==> src/rtl/dia_pkg.sv <==
// Shared definitions for the DMA interrupt status aggregator.
// Assumes a 3-bit write address: bit 2 selects the register, bits 1:0 the action.
package dia_pkg;
    typedef enum logic [1:0] {
        WACT_OVERWRITE = 2'b00,
        WACT_SET       = 2'b01,
        WACT_CLEAR     = 2'b10,
        WACT_NONE      = 2'b11
    } wr_action_t;

    localparam logic SEL_CMPL = 1'b0;
    localparam logic SEL_ERR  = 1'b1;
endpackage

==> src/rtl/dia_alias_reg.sv <==
// Status register with overwrite/set/clear write actions plus hardware set and
// clear masks. Hardware masks are applied after the software action, so events
// win over a concurrent write. Assumes hw_set and hw_clr never overlap.
module dia_alias_reg
    import dia_pkg::*;
#(
    parameter int W = 32
) (
    input  logic             clk,
    input  logic             rst_n,
    input  logic             wr_hit,
    input  wr_action_t       wr_act,
    input  logic [W-1:0]     wr_data,
    input  logic [W-1:0]     hw_set,
    input  logic [W-1:0]     hw_clr,
    output logic [W-1:0]     q
);
    logic [W-1:0] sw_next;

    // Software action applied to the current value.
    always_comb begin
        sw_next = q;
        if (wr_hit) begin
            unique case (wr_act)
                WACT_OVERWRITE: sw_next = wr_data;
                WACT_SET:       sw_next = q | wr_data;
                WACT_CLEAR:     sw_next = q & ~wr_data;
                default:        sw_next = q;
            endcase
        end
    end

    // Register update: hardware events override software.
    always_ff @(posedge clk) begin
        if (!rst_n) q <= '0;
        else        q <= (sw_next & ~hw_clr) | hw_set;
    end
endmodule

==> src/rtl/dia_prio_enc.sv <==
// Highest-index-first encoder over an N-bit request vector.
// Outputs zero index and valid low when no bit is set.
module dia_prio_enc #(
    parameter int N   = 16,
    localparam int IW = (N > 1) ? $clog2(N) : 1
) (
    input  logic [N-1:0]  req,
    output logic          valid,
    output logic [IW-1:0] idx
);
    // Scan upward so the last hit, the highest index, wins.
    always_comb begin
        valid = 1'b0;
        idx   = '0;
        for (int i = 0; i < N; i++) begin
            if (req[i]) begin
                valid = 1'b1;
                idx   = IW'(i);
            end
        end
    end
endmodule

==> src/rtl/dma_irq_aggregator.sv <==
// Collects per-channel completion and error pulses into two status registers,
// drives one interrupt and names the most urgent pending channel.
// Assumes event inputs are synchronous single-cycle pulses.
module dma_irq_aggregator
    import dia_pkg::*;
#(
    parameter int NCH = 16,
    localparam int RW = 2 * NCH,
    localparam int CW = (NCH > 1) ? $clog2(NCH) : 1
) (
    input  logic          clk,
    input  logic          rst_n,
    input  logic          wr_en,
    input  logic [2:0]    wr_addr,
    input  logic [RW-1:0] wr_data,
    input  logic          rd_sel,
    output logic [RW-1:0] rd_data,
    input  logic [NCH-1:0] cmpl_evt,
    input  logic [NCH-1:0] bus_err_evt,
    input  logic [NCH-1:0] term_err_evt,
    output logic          irq,
    output logic          pend_valid,
    output logic          pend_is_err,
    output logic [CW-1:0] pend_ch
);
    wr_action_t    act;
    logic [RW-1:0] cmpl_q, err_q;
    logic [RW-1:0] cmpl_hw_set, err_hw_set, err_hw_clr;
    logic [NCH-1:0] cmpl_flags, cmpl_en, err_flags, err_kind, reportable;
    logic          rep_valid, done_valid;
    logic [CW-1:0] rep_ch, done_ch;

    assign act = wr_action_t'(wr_addr[1:0]);

    // Hardware masks from event pulses.
    always_comb begin
        cmpl_hw_set = {{NCH{1'b0}}, cmpl_evt};
        err_hw_set  = {bus_err_evt, bus_err_evt | term_err_evt};
        err_hw_clr  = {term_err_evt & ~bus_err_evt, {NCH{1'b0}}};
    end

    dia_alias_reg #(.W(RW)) u_cmpl_reg (
        .clk(clk), .rst_n(rst_n),
        .wr_hit(wr_en && wr_addr[2] == SEL_CMPL), .wr_act(act), .wr_data(wr_data),
        .hw_set(cmpl_hw_set), .hw_clr({RW{1'b0}}), .q(cmpl_q)
    );

    dia_alias_reg #(.W(RW)) u_err_reg (
        .clk(clk), .rst_n(rst_n),
        .wr_hit(wr_en && wr_addr[2] == SEL_ERR), .wr_act(act), .wr_data(wr_data),
        .hw_set(err_hw_set), .hw_clr(err_hw_clr), .q(err_q)
    );

    // Field split and reportable-error qualification.
    always_comb begin
        cmpl_flags = cmpl_q[NCH-1:0];
        cmpl_en    = cmpl_q[RW-1:NCH];
        err_flags  = err_q[NCH-1:0];
        err_kind   = err_q[RW-1:NCH];
        reportable = err_flags & (err_kind | ~cmpl_flags);
    end

    dia_prio_enc #(.N(NCH)) u_rep_enc  (.req(reportable), .valid(rep_valid),  .idx(rep_ch));
    dia_prio_enc #(.N(NCH)) u_done_enc (.req(cmpl_flags), .valid(done_valid), .idx(done_ch));

    // Errors outrank completions.
    always_comb begin
        pend_valid  = rep_valid | done_valid;
        pend_is_err = rep_valid;
        pend_ch     = rep_valid ? rep_ch : done_ch;
    end

    // Combined interrupt and read mux.
    always_comb begin
        irq     = (|(cmpl_flags & cmpl_en)) | (|err_flags);
        rd_data = (rd_sel == SEL_ERR) ? err_q : cmpl_q;
    end
endmodule

==> config.mk <==
export PLATFORM = sky130hd
export DESIGN_NAME = dma_irq_aggregator
export DESIGN_NICKNAME = d
export VERILOG_FILES = /design/src/rtl/dia_pkg.sv /design/src/rtl/dia_alias_reg.sv /design/src/rtl/dia_prio_enc.sv /design/src/rtl/dma_irq_aggregator.sv
export SDC_FILE = /design/constraint.sdc
export NUM_CORES = 1
export LEC_CHECK = 0
export BUFFER_PORTS_ARGS = -buffer_cell sky130_fd_sc_hd__buf_2
export CAP_MARGIN = 15
export CORE_ASPECT_RATIO = 0.5
export CORE_MARGIN = 4
export CORE_UTILIZATION = 30
export CTS_CLUSTER_DIAMETER = 100
export CTS_CLUSTER_SIZE = 16
export DETAILED_ROUTE_END_ITERATION = 8
export HOLD_SLACK_MARGIN = 0.1
export SYNTH_ARGS = -nofsm -noshare
export SYNTH_HDL_FRONTEND = slang
export SYNTH_SLANG_ARGS = --single-unit
==> constraint.sdc <==
create_clock -name clk -period 4.4 [get_ports clk]
set_input_delay 0.88 -clock clk [delete_from_list [all_inputs] [get_ports clk]]
set_output_delay 0.88 -clock clk [all_outputs]
set_load 0.1 [all_outputs]
==> results by group <==
Status
  – Status: finished, final reports clean

Timing
  – Max Slew Vio Count: 0
  – # setup viols final: 0
  – Endpoints failing hold: 0
  – Tcrit/Tclk final: 0.784
  – RSZ-0062 raised after global routing: false
  – Fmax: 290 MHz
  – Min cycle time layout: 3450 ps
  – TNS Setup: 0 ps
  – Slew HR: 0.272
  – Transition time of the tightest slew-check pin: 1090 ps
  – Clock skew: 0 ps

Pwr
  – Pwr/cell area: 374 nW/um^2
  – Maximum VDD drop: 0.136 mV
  – Leakage: 0.00229 uW
  – Final Power: 1920 uW

Detailed routing
  – DR DRC count: 0
  – Via-to-Cell Ratio: 5.35
  – Detailed Route WL: 14.4 mm
  – DR iter-0 viols: 310
  – Routed Antenna Nets: 0
  – Iteration count of the initial detailed-routing pass: 5
  – Wire length per cell: 18.1 microns
  – DR vias: 4254

Synth
  – Area leader, netlist: dfxtp_1
  – Ys Warns: 0
  – Number of synthesized flops with an enable pin: 0
  – Synth top area cells: dfxtp_1 (31%), o21ai_0 (8.6%), a21boi_0 (8.1%)
  – Post-Syn Area: 4070 sq um
  – Sequential-to-total area share from yosys stat: 0.314
  – Syn Inst Count: 508
  – Library cells used by synthesis: 52
  – Flops & latches, synth: 64
  – Post-synth ARST share: 0
  – Synth Net Count: 595
  – Post-synth top area share: 0.314
  – Main synth FF type: dfxtp_1
  – Post-synth top cells: o21ai_0 (70), dfxtp_1 (64), a21boi_0 (44), inv_1 (43), nand2_1 (43)
  – Syn Area/Cell: 8.02 sq um
  – Most common cell in the netlist: o21ai_0

Clocking
  – CTS root buf: clkbuf_16
  – Clock Latency Late Sink: 330 ps
  – Clock Pin Slew Worst Setup and Hold Paths: 50 ps
  – Clock Sinks: 64
  – Clk buf depth: 2
  – Hold-fix buffers at CTS: 0
  – Inserted Clock Buffers: 9
  – PostCTS Resize Cnt: 0
  – CTS tree: yes
  – H-tree depth: 3
  – Post-CTS Setup Inserts: 0

Placement
  – GPL Wtd Cong: 0.814
  – Port Buffers: 125
  – DP HPWL: 10.5 mm

Global routing
  – Grt total ovfl: 0
  – Initial antenna violation count: 0
  – Vias in the first global route: 4227
  – Global-route usage over all layers: 0.181
  – Global-route wire length before repair: 23.3 mm
  – Largest net degree at the start of global routing: 65

Floorplanning
  – Die extent in x: 173 microns
  – Row count: 29
  – Die height: 90.4 microns
  – Starting Density: 0.314
  – I/O pin count: 126
  – Core area: 13000 sq um
  – Die area: 15600 sq um

Worst setup path
  – CP cell instances: nand2b_1 > a221o_1 > a221oi_1 > o21ai_0 > a32oi_1 > buf_2
  – Crit Path Max Fanout: 7
  – Bufs and invs on worst path: 1
  – Crit path DAT: 2570 ps
  – Critical Path Sink Type: output pin
  – Slowest-stage cell, CP: dfxtp_1
  – CP delay by family, top: compound AO/OA/AOI/OAI gates
  – Worst setup SP type: flip-flop
  – Critical Path RT: 3520 ps
  – Setup Crit Path Kind: reg -> out
  – Crit path largest cell delay: 470 ps

Run
  – Maxcap violations: 0

Finish
  – Fill count: 1350
  – Final core occ: 0.397
  – Layout Nets: 707
  – Layout area overhead: 26.3%
  – Ratio of cells with drive above 1 in the final layout: 0.299
  – Antenna diodes: 0

Min path
  – HP Class: reg -> reg
## final timing paths
path,startpoint,to,slack [ps],cells past startpoint
worst max-delay path,u_cmpl_reg.q[2],pend_ch[0],950,6
worst max register to register,u_cmpl_reg.q[11],u_cmpl_reg.q[11],3490,2
worst min-delay path,u_cmpl_reg.q[29],u_cmpl_reg.q[29],520,2
worst min register to register,u_cmpl_reg.q[29],u_cmpl_reg.q[29],520,2
## metrics by stage
stage / hold slack, ps / instance area, sq um / setup WS [ps] / std cells
3_3_place_gp: 505 / 4840 / 1240 / 779
4_1_cts: 516 / 5140 / 1010 / 795
2_1_floorplan: 462 / 4070 / 113 / 508
5_1_grt: 551 / 5140 / 889 / 795
3_5_place_dp: 508 / 4840 / 1240 / 779
6_report: 525 / 5140 / 952 / 795
## power breakdown
part           leakage (uW)  internal [uW]  switching [uW]  total [uW]
sequential         0.000533            618            55.3         673
clock              0.000150            468             253         721
combinational       0.00160            156             374         530
total               0.00229           1240             682        1920
## layout make-up
cell class | instances | area (sq um) | area share
inverters | 43 | 161 | 0.0314
repair buffers | 131 | 671 | 0.130
well taps | 170 | 213 | 0.0413
flip-flops and latches | 64 | 1280 | 0.249
clock inverters | 3 | 40.0 | 0.00778
multi-input cells | 371 | 2520 | 0.490
clock buffers | 13 | 260 | 0.0506
## routing by layer
metal  track usage  share of wire
met1         0.243           0.47
met2         0.299           0.46
met3        0.0427          0.057
met4        0.0378          0.013
met5             0              0
## worst register-to-register path, stage by stage, from the launching register on
cell,delay [ps]
dfxtp_1,490
o21ai_0,130
a21boi_0,200
## state kept, by name, summed over array words and instances, names as in the netlist
signal and count:
u_cmpl_reg.q 32, u_err_reg.q 32
## cells in the final DEF, fill, tap and decap left out, types with 2 or more instances in the layout
cell type  instances
a22o_1             2
a211oi_1          17
a21o_1            32
nor2_1             5
clkbuf_8           2
o21a_1            16
a221o_1            3
and2_1             3
nand2b_1          14
mux2_2            27
a22oi_4            2
o21ai_0           70
a221oi_1           3
a21boi_0          44
dfxtp_1           64
nor4_1             8
buf_4              6
o211ai_1           3
clkbuf_16          9
clkinv_2           2
a22oi_2            2
nor2_2             2
a21oi_1           32
a22oi_1            9
inv_1             43
clkbuf_1           2
nand2_1           43
buf_2            125
a21boi_1           5
nand4_1            3
## cell families after synthesis
family | share of synthesized area
mux | 0.0746
buf+inv | 0.0685
simple gates | 0.120
compound gates | 0.422
flops | 0.314
No activity file was read; power rests on OpenSTA's default activity.
